===== config.mk =====
export PLATFORM = sky130hd
export DESIGN_NAME = rtc_calendar_core
export DESIGN_NICKNAME = d
export VERILOG_FILES = /design/src/rtl/rtc_cal_pkg.sv /design/src/rtl/rtc_step_fsm.sv /design/src/rtl/rtc_step_calc.sv /design/src/rtl/rtc_cal_regs.sv /design/src/rtl/rtc_calendar_core.sv
export SDC_FILE = /design/constraint.sdc
export NUM_CORES = 1
export LEC_CHECK = 0
export CELL_PAD_IN_SITES_DETAIL_PLACEMENT = 0
export CELL_PAD_IN_SITES_GLOBAL_PLACEMENT = 1
export CORE_UTILIZATION = 40
export DETAILED_ROUTE_END_ITERATION = 8
export PLACE_DENSITY_LB_ADDON = 0.1
export SLEW_MARGIN = 20
export SYNTH_ARGS = -nofsm -noshare
export SYNTH_HDL_FRONTEND = slang
export SYNTH_SLANG_ARGS = --single-unit

===== constraint.sdc =====
create_clock -name clk -period 16.8 [get_ports clk]
set_input_delay 4.2 -clock clk [delete_from_list [all_inputs] [get_ports clk]]
set_output_delay 4.2 -clock clk [all_outputs]
set_load 0.03 [all_outputs]

===== src/rtl/rtc_cal_pkg.sv =====
package rtc_cal_pkg;

    localparam int NFLD = 7;
    localparam int FI_SEC  = 0;
    localparam int FI_MIN  = 1;
    localparam int FI_HOUR = 2;
    localparam int FI_DAY  = 3;
    localparam int FI_DATE = 4;
    localparam int FI_MON  = 5;
    localparam int FI_YEAR = 6;
    localparam logic [7:0] A_CTRL = 8'h0B;

    typedef enum logic [2:0] {
        ST_IDLE, ST_SEC, ST_MIN, ST_HOUR, ST_DATE, ST_MONTH, ST_YEAR
    } step_e;

    typedef logic [NFLD-1:0][7:0] fld_vec_t;

    function automatic logic [7:0] fld_addr(int i);
        case (i)
            FI_SEC:  return 8'h00;
            FI_MIN:  return 8'h02;
            FI_HOUR: return 8'h04;
            FI_DAY:  return 8'h06;
            FI_DATE: return 8'h07;
            FI_MON:  return 8'h08;
            default: return 8'h09;
        endcase
    endfunction

    function automatic logic [7:0] fld_reset(int i);
        return (i == FI_DAY || i == FI_DATE || i == FI_MON) ? 8'h01 : 8'h00;
    endfunction

    function automatic step_e fld_step(int i);
        case (i)
            FI_SEC:  return ST_SEC;
            FI_MIN:  return ST_MIN;
            FI_HOUR: return ST_HOUR;
            FI_DATE: return ST_DATE;
            FI_MON:  return ST_MONTH;
            FI_YEAR: return ST_YEAR;
            default: return ST_IDLE;
        endcase
    endfunction

    // encoded byte -> numeric value
    function automatic logic [6:0] fld_val(logic [7:0] b, logic bin);
        if (bin) return b[6:0];
        return 7'(({3'b0, b[7:4]} * 7'd10) + {3'b0, b[3:0]});
    endfunction

    // numeric value -> encoded byte
    function automatic logic [7:0] fld_enc(logic [6:0] n, logic bin);
        if (bin) return {1'b0, n};
        return {4'(n / 7'd10), 4'(n % 7'd10)};
    endfunction

    function automatic logic [6:0] month_len(logic [6:0] mon, logic [6:0] yr);
        case (mon)
            7'd2:                       return (yr[1:0] == 2'b00) ? 7'd29 : 7'd28;
            7'd4, 7'd6, 7'd9, 7'd11:    return 7'd30;
            default:                    return 7'd31;
        endcase
    endfunction

endpackage


===== src/rtl/rtc_step_fsm.sv =====
module rtc_step_fsm
    import rtc_cal_pkg::*;
(
    input  logic  clk,
    input  logic  rst_n,
    input  logic  tick,
    input  logic  hold,
    input  logic  wrap,
    output step_e state,
    output logic  busy
);

    step_e state_q, state_d;

    always_ff @(posedge clk) begin
        if (!rst_n) state_q <= ST_IDLE;
        else        state_q <= state_d;
    end

    always_comb begin
        state_d = state_q;
        unique case (state_q)
            ST_IDLE:  if (tick && !hold) state_d = ST_SEC;
            ST_SEC:   state_d = wrap ? ST_MIN   : ST_IDLE;
            ST_MIN:   state_d = wrap ? ST_HOUR  : ST_IDLE;
            ST_HOUR:  state_d = wrap ? ST_DATE  : ST_IDLE;
            ST_DATE:  state_d = wrap ? ST_MONTH : ST_IDLE;
            ST_MONTH: state_d = wrap ? ST_YEAR  : ST_IDLE;
            ST_YEAR:  state_d = ST_IDLE;
            default:  state_d = ST_IDLE;
        endcase
    end

    always_comb begin
        state = state_q;
        busy  = (state_q != ST_IDLE);
    end

    p_start_r4: assert property (@(posedge clk) disable iff (!rst_n)
        (state_q == ST_IDLE && tick && !hold) |=> (state_q == ST_SEC));
    p_freeze_r11: assert property (@(posedge clk) disable iff (!rst_n)
        (state_q == ST_IDLE && hold) |=> (state_q == ST_IDLE));
    p_sec_carry_r4: assert property (@(posedge clk) disable iff (!rst_n)
        (state_q == ST_SEC && wrap) |=> (state_q == ST_MIN));
    p_year_last_r10: assert property (@(posedge clk) disable iff (!rst_n)
        (state_q == ST_YEAR) |=> (state_q == ST_IDLE));

endmodule


===== src/rtl/rtc_step_calc.sv =====
module rtc_step_calc
    import rtc_cal_pkg::*;
(
    input  step_e      state,
    input  logic       bin,
    input  logic       h24,
    input  fld_vec_t   fv,
    output logic [7:0] nv,
    output logic [7:0] day_nv,
    output logic       wrap
);

    logic [6:0] v, lim, dv;
    logic       pm;
    logic [7:0] enc;

    always_comb begin
        nv     = 8'h00;
        day_nv = fv[FI_DAY];
        wrap   = 1'b0;
        v      = 7'd0;
        dv     = 7'd0;
        lim    = 7'd0;
        pm     = 1'b0;
        enc    = 8'h00;
        unique case (state)
            ST_IDLE: ;
            ST_SEC, ST_MIN: begin
                v = fld_val(fv[(state == ST_SEC) ? FI_SEC : FI_MIN], bin);
                if (v >= 7'd59) begin v = 7'd0; wrap = 1'b1; end
                else            v = v + 7'd1;
                nv = fld_enc(v, bin);
            end
            ST_HOUR: begin
                if (h24) begin
                    v = fld_val(fv[FI_HOUR], bin);
                    if (v >= 7'd23) begin v = 7'd0; wrap = 1'b1; end
                    else            v = v + 7'd1;
                    nv = fld_enc(v, bin);
                end else begin
                    pm = fv[FI_HOUR][7];
                    v  = fld_val({1'b0, fv[FI_HOUR][6:0]}, bin);
                    if (v == 7'd11) begin
                        v    = 7'd12;
                        wrap = pm;
                        pm   = ~pm;
                    end else if (v >= 7'd12) begin
                        v = 7'd1;
                    end else begin
                        v = v + 7'd1;
                    end
                    enc = fld_enc(v, bin);
                    nv  = {pm, enc[6:0]};
                end
            end
            ST_DATE: begin
                lim = month_len(fld_val(fv[FI_MON], bin), fld_val(fv[FI_YEAR], bin));
                v   = fld_val(fv[FI_DATE], bin);
                if (v >= lim) begin v = 7'd1; wrap = 1'b1; end
                else          v = v + 7'd1;
                nv = fld_enc(v, bin);
                dv = fld_val(fv[FI_DAY], bin);
                dv = (dv >= 7'd7) ? 7'd1 : dv + 7'd1;
                day_nv = fld_enc(dv, bin);
            end
            ST_MONTH: begin
                v = fld_val(fv[FI_MON], bin);
                if (v >= 7'd12) begin v = 7'd1; wrap = 1'b1; end
                else            v = v + 7'd1;
                nv = fld_enc(v, bin);
            end
            ST_YEAR: begin
                v = fld_val(fv[FI_YEAR], bin);
                if (v >= 7'd99) begin v = 7'd0; wrap = 1'b1; end
                else            v = v + 7'd1;
                nv = fld_enc(v, bin);
            end
            default: ;
        endcase
    end

endmodule


===== src/rtl/rtc_cal_regs.sv =====
module rtc_cal_regs
    import rtc_cal_pkg::*;
#(
    parameter int ADDR_W = 7
) (
    input  logic              clk,
    input  logic              rst_n,
    input  logic              wr_en,
    input  logic [ADDR_W-1:0] addr,
    input  logic [7:0]        wr_data,
    input  step_e             state,
    input  logic [7:0]        nv,
    input  logic [7:0]        day_nv,
    output fld_vec_t          fv,
    output logic              hold,
    output logic              bin,
    output logic              h24,
    output logic [7:0]        rd_data
);

    localparam logic [ADDR_W-1:0] CTRL_A = ADDR_W'(A_CTRL);

    for (genvar i = 0; i < NFLD; i++) begin : g_fld
        localparam logic [ADDR_W-1:0] MY_A   = ADDR_W'(fld_addr(i));
        localparam logic [7:0]        MY_RST = fld_reset(i);
        localparam step_e             MY_ST  = fld_step(i);
        logic [7:0] q;
        logic       hit;
        assign hit = wr_en && (addr == MY_A);

        if (i == FI_DAY) begin : g_day
            always_ff @(posedge clk) begin
                if (!rst_n)                 q <= MY_RST;
                else if (hit)               q <= wr_data;
                else if (state == ST_DATE)  q <= day_nv;
            end
        end else if (i == FI_SEC) begin : g_sec
            always_ff @(posedge clk) begin
                if (!rst_n)                 q <= MY_RST;
                else if (hit)               q <= {1'b0, wr_data[6:0]};
                else if (state == MY_ST)    q <= {1'b0, nv[6:0]};
            end
        end else begin : g_gen
            always_ff @(posedge clk) begin
                if (!rst_n)                 q <= MY_RST;
                else if (hit)               q <= wr_data;
                else if (state == MY_ST)    q <= nv;
            end
        end
        assign fv[i] = q;
    end

    always_ff @(posedge clk) begin
        if (!rst_n) begin
            hold <= 1'b0;
            bin  <= 1'b0;
            h24  <= 1'b1;
        end else if (wr_en && addr == CTRL_A) begin
            hold <= wr_data[7];
            bin  <= wr_data[2];
            h24  <= wr_data[1];
        end
    end

    always_comb begin
        rd_data = 8'h00;
        for (int i = 0; i < NFLD; i++)
            if (addr == ADDR_W'(fld_addr(i))) rd_data = fv[i];
        if (addr == CTRL_A) rd_data = {hold, 4'b0000, bin, h24, 1'b0};
    end

    p_sec_msb_r3: assert property (@(posedge clk) disable iff (!rst_n)
        (wr_en && addr == ADDR_W'(fld_addr(FI_SEC))) |=> (fv[FI_SEC][7] == 1'b0));
    p_sec_moves_r4: assert property (@(posedge clk) disable iff (!rst_n)
        (state == ST_SEC && !wr_en) |=> !$stable(fv[FI_SEC]));
    p_day_range_r9: assert property (@(posedge clk) disable iff (!rst_n)
        (state == ST_DATE && !wr_en) |=> (fv[FI_DAY] >= 8'd1 && fv[FI_DAY] <= 8'd7));
    p_ctrl_wr_r2: assert property (@(posedge clk) disable iff (!rst_n)
        (wr_en && addr == CTRL_A) |=> (bin == $past(wr_data[2]) && h24 == $past(wr_data[1])));

endmodule


===== src/rtl/rtc_calendar_core.sv =====
module rtc_calendar_core
    import rtc_cal_pkg::*;
#(
    parameter int ADDR_W = 7
) (
    input  logic              clk,
    input  logic              rst_n,
    input  logic              tick,
    input  logic              wr_en,
    input  logic [ADDR_W-1:0] addr,
    input  logic [7:0]        wr_data,
    output logic [7:0]        rd_data,
    output logic              busy
);

    step_e      state;
    logic       wrap, hold, bin, h24;
    logic [7:0] nv, day_nv;
    fld_vec_t   fv;

    rtc_step_fsm u_fsm (
        .clk   (clk),
        .rst_n (rst_n),
        .tick  (tick),
        .hold  (hold),
        .wrap  (wrap),
        .state (state),
        .busy  (busy)
    );

    rtc_step_calc u_calc (
        .state  (state),
        .bin    (bin),
        .h24    (h24),
        .fv     (fv),
        .nv     (nv),
        .day_nv (day_nv),
        .wrap   (wrap)
    );

    rtc_cal_regs #(.ADDR_W(ADDR_W)) u_regs (
        .clk     (clk),
        .rst_n   (rst_n),
        .wr_en   (wr_en),
        .addr    (addr),
        .wr_data (wr_data),
        .state   (state),
        .nv      (nv),
        .day_nv  (day_nv),
        .fv      (fv),
        .hold    (hold),
        .bin     (bin),
        .h24     (h24),
        .rd_data (rd_data)
    );

endmodule


==> reports/summary.json, run 1 <==
{
  "run_status": {"value": "complete, no violations"},
  "cts_tree": {"value": "done"},
  "drive_gt1_frac": {"value": 0.0806},
  "cts-buffers-inserted": {"value": 9},
  "design.die.area": {"value": 20300, "unit": "µm²"},
  "synth_cell_types": {"value": 91},
  "worst-setup-path-type": {"value": "input pin to output pin"},
  "setup_total_negative_slack": {"value": 0, "unit": "ns"},
  "switching_share": {"value": 0.264},
  "vdd_ir_drop_max": {"value": 0.0000380, "unit": "V"},
  "dieHeight": {"value": 142, "unit": "µm"},
  "tightest_slew": {"value": 1.01, "unit": "ns"},
  "synth-warning-count": {"value": 0},
  "power.sequential.fraction": {"value": 0.394},
  "initial_core_util": {"value": 0.414},
  "globalRouteTotalUtil": {"value": 0.261},
  "route.final.wire_length": {"value": 25.9, "unit": "mm"},
  "syn_area_per_cell": {"value": 7.48, "unit": "µm²"},
  "max-clock-path-buffers": {"value": 2},
  "insertion_delay_to_the_later_sink_of_the_worst_skew_pair": {"value": 0.34, "unit": "ns"},
  "skew": {"value": 0.00827, "unit": "ns"},
  "top_level_ports": {"value": 28},
  "cp_data_required_time": {"value": 12.60, "unit": "ns"},
  "drcViolationCount": {"value": 0},
  "worst_min_path_class": {"value": "flip-flop to flip-flop"},
  "detail_placement_hpwl": {"value": 20.1, "unit": "mm"},
  "core_region_area": {"value": 19000, "unit": "µm²"},
  "slew_violations": {"value": 0},
  "drt_first_iter_violations": {"value": 580},
  "vias": {"value": 7770},
  "synthesis.area": {"value": 7880, "unit": "µm²"},
  "synth.largest_area_cell": {"value": "dfxtp_1"},
  "timing.final.ws_setup": {"value": 5.18, "unit": "ns"},
  "p_clk_frac": {"value": 0.495},
  "internal_power": {"value": 276, "unit": "µW"},
  "synthArstFlopShare": {"value": 0},
  "grt_pass1_vias": {"value": 7283},
  "cts.root.buffer_cell": {"value": "clkbuf_16"},
  "drtPass1Iterations": {"value": 5},
  "synth_edf_count": {"value": 0},
  "synthTopCellsByArea": {"value": "dfxtp_1 15%, ha_1 9.7%, nand2_1 5.7%"},
  "final_cells": {"value": 1302},
  "clkTransAtPathRegs": {"value": 0.05, "unit": "ns"},
  "synth-compound-area-share": {"value": 0.304},
  "cts-resized-gates": {"value": 0},
  "seq_cells_post_synth": {"value": 61},
  "finalHoldViolCount": {"value": 0},
  "cts.sinks": {"value": 61},
  "flow.area_growth_from_synthesis": {"value": 8.53, "unit": "%"},
  "rsz_0062_raised_after_global_routing": {"value": "false"},
  "clock_tree.htree_level_count": {"value": 3},
  "post-cts-setup-buffer-count": {"value": 0},
  "powerDensity": {"value": 43.9, "unit": "nW/µm²"},
  "switching_power": {"value": 98.9, "unit": "µW"},
  "most_used_dff_post_synth": {"value": "dfxtp_1"},
  "setup_viol_count_final": {"value": 0},
  "globalRouteOverflowTotal": {"value": 0},
  "grt_max_degree": {"value": 66},
  "max_clock_freq": {"value": 0.0861, "unit": "GHz"},
  "cp_max_fo": {"value": 11},
  "num-nets-final": {"value": 1129},
  "route.antenna.remaining_nets": {"value": 0},
  "post_synth_inst_count": {"value": 1053},
  "synth_top_family_by_area": {"value": "compound AO/OA/AOI/OAI gates"},
  "diodes": {"value": 0},
  "globalplace.congestion": {"value": 0.899},
  "yosys-mux-area-fraction": {"value": 0.0745},
  "power.leakage": {"value": 0.00347, "unit": "µW"},
  "timing.critical_path.to_type": {"value": "output pin"},
  "synth_fa_ha_area_frac": {"value": 0.127},
  "post_synth_xor_area_fraction": {"value": 0.0456},
  "grt_first_pass_wirelength": {"value": 41.1, "unit": "mm"},
  "place.detailed.instances": {"value": 1286},
  "finalWorstPathRequiredPeriod": {"value": 11.62, "unit": "ns"},
  "cp_data_arrival_time": {"value": 7.42, "unit": "ns"},
  "worst_slew_margin_rel": {"value": 0.307},
  "cap_violations": {"value": 0},
  "rows": {"value": 50},
  "start_kind": {"value": "input pin"},
  "post-route-period-util": {"value": 0.692},
  "port-buffer-count": {"value": 27},
  "post_cts_hold_buffer_count": {"value": 0},
  "die_x": {"value": 142, "unit": "µm"},
  "antenna_violations_before_repair": {"value": 0},
  "top_area_cell_type_share_of_the_netlist_area": {"value": 0.155},
  "synth_simple_gate_area_frac": {"value": 0.243},
  "avgViaCountPerCell": {"value": 5.97},
  "seq_area_frac_synth": {"value": 0.155},
  "route.detailed.wl_per_inst": {"value": 19.9, "unit": "µm"},
  "syn-num-nets": {"value": 1145},
  "logic_gate_share_of_total_power": {"value": 0.110},
  "pre_cts_setup_slack": {"value": 5.29, "unit": "ns"}
}
## cells in the mapped netlist (6+ instances only)
cell type    n
nor3b_1     10
buf_2        9
xnor2_1     24
a22oi_1     17
nand2_1    120
nor3_1      22
clkbuf_1    39
buf_1        6
a21boi_0    14
ha_1        61
o21ai_0     75
o211ai_1    25
a21oi_1     76
a21o_1       8
and2_1      13
nand4_1      9
nor2b_1     18
nor2_1      73
o31ai_1      6
and3_1      16
o22ai_1     13
xor2_1      17
nor4_1       7
a31oi_1     16
dfxtp_1     61
nand2b_1    11
a22o_1       6
mux2i_1     29
nand3_1     42
inv_1       36
or3_1       11
o211a_1      8
a211oi_1    14
o21a_1       8
fa_1        12
or2_2       10
mux2_2      23
## worst paths after layout
kind	startpoint	endpoint	slack, ns	cells after the start
setup / recovery	addr[2]	rd_data[7]	5.18	8
hold / removal	u_regs.g_fld[3].q[7]$_SDFFE_PN0P_	u_regs.g_fld[3].q[7]$_SDFFE_PN0P_	0.55	2
setup reg to reg	u_fsm.state[0]$_SDFFE_PN0P_	u_regs.g_fld[0].q[4]$_SDFFE_PN0P_	10.02	24
hold reg to reg	u_regs.g_fld[3].q[7]$_SDFFE_PN0P_	u_regs.g_fld[3].q[7]$_SDFFE_PN0P_	0.55	2
## state kept, by name, indices dropped and copies added (netlist names)
| signal | flops |
|---|---|
| u_fsm.state | 3 |
| u_regs.bin | 1 |
| u_regs.h24 | 1 |
| u_regs.hold | 1 |
| u_regs.g_fld.q | 55 |
## worst max-delay path: stages
cell and delay (ns):
clkdlybuf4s50_1 0.67, nor2b_1 0.67, and3_1 0.38, nor2b_1 0.48, a221oi_1 0.12, nand2_1 0.10, a32o_1 0.11, clkdlybuf4s50_1 0.66
## power by group through the flow
stage	registers [µW]	logic (µW)	clock network, µW
CTS	148	41.0	188
floorplan	150	27.4	0
detailed placement	151	40.9	0
finish	148	41.3	186
global route	148	45.1	194
global placement	151	40.9	0
## cell families after synthesis
family                   count (synthesis)
buffers and inverters                   97
flip-flops                              61
adder cells (fa/ha/maj)                 73
AO/OA/AOI/OAI                          346
multiplexers                            54
XOR/XNOR                                41
AND/OR/NAND/NOR                        381
## final cells by class
class,count,area (µm²)
Timing Repair Buffer,33,310
Sequential cell,61,1220
Fill cell,2043,10500
Multi-Input combinational cell,895,6260
Inverter,37,139
Tap cell,260,325
Clock buffer,10,229
Clock inverter,6,63.8
## metrics by stage
stage / utilization / hold WS [ns] / area, µm² / power (µW)
final: 0.450 / 0.549 / 8550 / 375
after global routing: 0.450 / 0.587 / 8550 / 387
after CTS: 0.450 / 0.544 / 8550 / 377
after detailed placement: 0.434 / 0.538 / 8260 / 192
after global placement: 0.434 / 0.536 / 8260 / 192
after floorplan: - / 0.481 / 7880 / 177
## per-layer routing
layer	wire length (µm)	track usage
met1	12800	0.368
met2	11600	0.417
met3	1050	0.0326
met4	431	0.0690
met5	0	0
## placed cells by master (no fill, tap or decap), types with 18 or more instances in the layout
cell	n
o21ai_0	75
a21oi_1	76
xnor2_1	24
clkdlybuf4s50_1	26
ha_1	61
nand3_1	42
mux2i_1	29
inv_1	36
nand2_1	120
nor2b_1	18
nor3_1	21
mux2_2	23
nor2_1	73
o211ai_1	25
dfxtp_1	60
Power figures use the tool's default switching activity.
==> run 2, diff against run 1 <==
Clock period 16.8 ns to 10.1 ns, I/O delays scaled along.
==> reports/summary.json, run 2 (same netlist as run 1, synthesis figures left out) <==
{
  "run_status": {"value": "complete, no violations"},
  "final_cell_mix": {"value": "120 x nand2_1, 76 x a21oi_1, 75 x o21ai_0"},
  "tightest_slew": {"value": 0.973, "unit": "ns"},
  "switching_power": {"value": 175, "unit": "µW"},
  "max_clock_freq": {"value": 0.122, "unit": "GHz"},
  "rows": {"value": 50},
  "regToRegSetupSlack": {"value": 3.27, "unit": "ns"},
  "cap_violations": {"value": 0},
  "final_common_cell": {"value": "nand2_1"},
  "insertion_delay_to_the_later_sink_of_the_worst_skew_pair": {"value": 0.34, "unit": "ns"},
  "drtPass1Iterations": {"value": 8},
  "cts.root.buffer_cell": {"value": "clkbuf_16"},
  "cts_tree": {"value": "done"},
  "globalRouteOverflowTotal": {"value": 0},
  "hold_path_depth": {"value": 2},
  "rsz_0062_raised_after_global_routing": {"value": "false"},
  "drcViolationCount": {"value": 0},
  "cp_data_arrival_time": {"value": 5.70, "unit": "ns"},
  "drt_first_iter_violations": {"value": 704},
  "setup_viol_count_final": {"value": 0},
  "end_of_the_critical_path": {"value": "rd_data[7]"},
  "globalplace.congestion": {"value": 0.893},
  "flow.area_growth_from_synthesis": {"value": 8.62, "unit": "%"},
  "worst_min_path_class": {"value": "flip-flop to flip-flop"},
  "timing.critical_path.to_type": {"value": "output pin"},
  "cts-resized-gates": {"value": 0},
  "finalWorstPathRequiredPeriod": {"value": 8.23, "unit": "ns"},
  "worst-setup-path-type": {"value": "input pin to output pin"},
  "switching_share": {"value": 0.275},
  "route.final.wire_length": {"value": 25.9, "unit": "mm"},
  "crit_path_top_delay_cell": {"value": "clkdlybuf4s50_1"},
  "clock_tree.htree_level_count": {"value": 3},
  "cp_max_fo": {"value": 11},
  "grt_pass1_vias": {"value": 7375},
  "crit_path_cell_chain": {"value": "clkdlybuf4s50_1, nor2b_1, and3_1, nor2b_1, a221oi_1, nand2_1, a32o_1, clkdlybuf4s50_1"},
  "clkTransAtPathRegs": {"value": 0.06, "unit": "ns"},
  "max_flop_register": {"value": "u_regs.g_fld.q"},
  "slew_violations": {"value": 0},
  "cts.sinks": {"value": 61},
  "die_x": {"value": 142, "unit": "µm"},
  "power.sequential.fraction": {"value": 0.386},
  "vias": {"value": 7882},
  "skew": {"value": 0.00737, "unit": "ns"},
  "post-cts-setup-buffer-count": {"value": 0},
  "dieHeight": {"value": 142, "unit": "µm"},
  "globalRouteTotalUtil": {"value": 0.261},
  "route.detailed.wl_per_inst": {"value": 19.9, "unit": "µm"},
  "worst_r2r_endpoint": {"value": "u_regs.g_fld[0].q[1]$_SDFFE_PN0P_"},
  "diodes": {"value": 0},
  "initial_core_util": {"value": 0.414},
  "route.antenna.remaining_nets": {"value": 0},
  "setup_total_negative_slack": {"value": 0, "unit": "ns"},
  "detail_placement_hpwl": {"value": 20.0, "unit": "mm"},
  "worstSetupStartpoint": {"value": "addr[2]"},
  "antenna_violations_before_repair": {"value": 0},
  "internal_power": {"value": 462, "unit": "µW"},
  "post-route-period-util": {"value": 0.815},
  "num-nets-final": {"value": 1129},
  "core_region_area": {"value": 19000, "unit": "µm²"},
  "powerDensity": {"value": 74.4, "unit": "nW/µm²"},
  "post_cts_hold_buffer_count": {"value": 0},
  "grt_max_degree": {"value": 66},
  "largest_register_ff_count": {"value": 55},
  "worst_slew_margin_rel": {"value": 0.333},
  "port-buffer-count": {"value": 27},
  "vdd_ir_drop_max": {"value": 0.0000661, "unit": "V"},
  "power.leakage": {"value": 0.00348, "unit": "µW"},
  "design.die.area": {"value": 20300, "unit": "µm²"},
  "regArea": {"value": 1220, "unit": "µm²"},
  "filler_cell_count": {"value": 2009},
  "cp_data_required_time": {"value": 7.58, "unit": "ns"},
  "critPathMaxStageDelay": {"value": 0.67, "unit": "ns"},
  "logic_gate_share_of_total_power": {"value": 0.108},
  "worst_r2r_path_depth": {"value": 24},
  "p_clk_frac": {"value": 0.505},
  "critical_path.reg2reg.startpoint": {"value": "u_fsm.state[0]$_SDFFE_PN0P_"},
  "avgViaCountPerCell": {"value": 6.05},
  "finalHoldViolCount": {"value": 0},
  "max-clock-path-buffers": {"value": 2},
  "multiInputGateArea": {"value": 6260, "unit": "µm²"},
  "start_kind": {"value": "input pin"},
  "top_level_ports": {"value": 28},
  "drive_gt1_frac": {"value": 0.0816},
  "cts-buffers-inserted": {"value": 9},
  "post-route-util": {"value": 0.450},
  "grt_first_pass_wirelength": {"value": 41.1, "unit": "mm"}
}
-- run 2: cell types whose count changed in the layout (fill, tap and decap cells not counted) --
cell / previous run / this run
inv_6: 0 / 1
clkinvlp_4: 2 / 0
clkinv_4: 1 / 3
clkbuf_1: 1 / 0
-- run 2: final cells by class --
cell class / instances / share of cell area
Multi-Input combinational cell: 895 / 0.732
Sequential cell: 61 / 0.143
Tap cell: 260 / 0.0380
Timing Repair Buffer: 33 / 0.0362
Clock buffer: 9 / 0.0263
Inverter: 37 / 0.0162
Clock inverter: 7 / 0.00877
-- run 2: power groups by stage --
stage | clock [µW] | sequential (µW) | combinational, µW
6_report | 322 | 246 | 69.0
5_1_grt | 333 | 246 | 74.9
4_1_cts | 324 | 246 | 68.3
3_5_place_dp | 0 | 251 | 68.0
3_3_place_gp | 0 | 251 | 67.6
2_1_floorplan | 0 | 249 | 45.6
-- run 2: per-layer routing --
metal	global-route usage	routed length, µm
met3	0.0333	1540
met5	0	0
met4	0.0611	442
met1	0.366	12300
met2	0.422	11700
-- run 2: how the worst min path moves through the flow --
stage	start	endpoint	slack [ns]
2_1_floorplan	u_regs.g_fld[1].q[7]$_SDFFE_PN0P_	u_regs.g_fld[1].q[7]$_SDFFE_PN0P_	0.48
3_3_place_gp	u_regs.g_fld[5].q[7]$_SDFFE_PN0P_	u_regs.g_fld[5].q[7]$_SDFFE_PN0P_	0.55
3_5_place_dp	u_regs.g_fld[5].q[7]$_SDFFE_PN0P_	u_regs.g_fld[5].q[7]$_SDFFE_PN0P_	0.55
4_1_cts	u_regs.g_fld[5].q[7]$_SDFFE_PN0P_	u_regs.g_fld[5].q[7]$_SDFFE_PN0P_	0.56
5_1_grt	u_regs.g_fld[3].q[3]$_SDFFE_PN0P_	u_regs.g_fld[3].q[3]$_SDFFE_PN0P_	0.58
6_report	u_regs.g_fld[5].q[7]$_SDFFE_PN0P_	u_regs.g_fld[5].q[7]$_SDFFE_PN0P_	0.55
-- run 2: critical path: cells and delay by family --
family	cells	cell delay, ns
and+or+nand+nor	4	1.60
buffers and inverters	2	1.33
AOI/OAI and AO/OA	2	0.25
-- run 2: through the flow --
stage / worst slack, ns / std cells / total power [µW] / area [µm²] / hold WS [ns]
2_1_floorplan: 3.39 / 1053 / 295 / 7880 / 0.481
3_3_place_gp: 1.99 / 1286 / 319 / 8260 / 0.548
3_5_place_dp: 1.94 / 1286 / 319 / 8260 / 0.554
4_1_cts: 1.93 / 1302 / 638 / 8560 / 0.563
5_1_grt: 1.68 / 1302 / 654 / 8560 / 0.582
6_report: 1.87 / 1302 / 637 / 8560 / 0.550
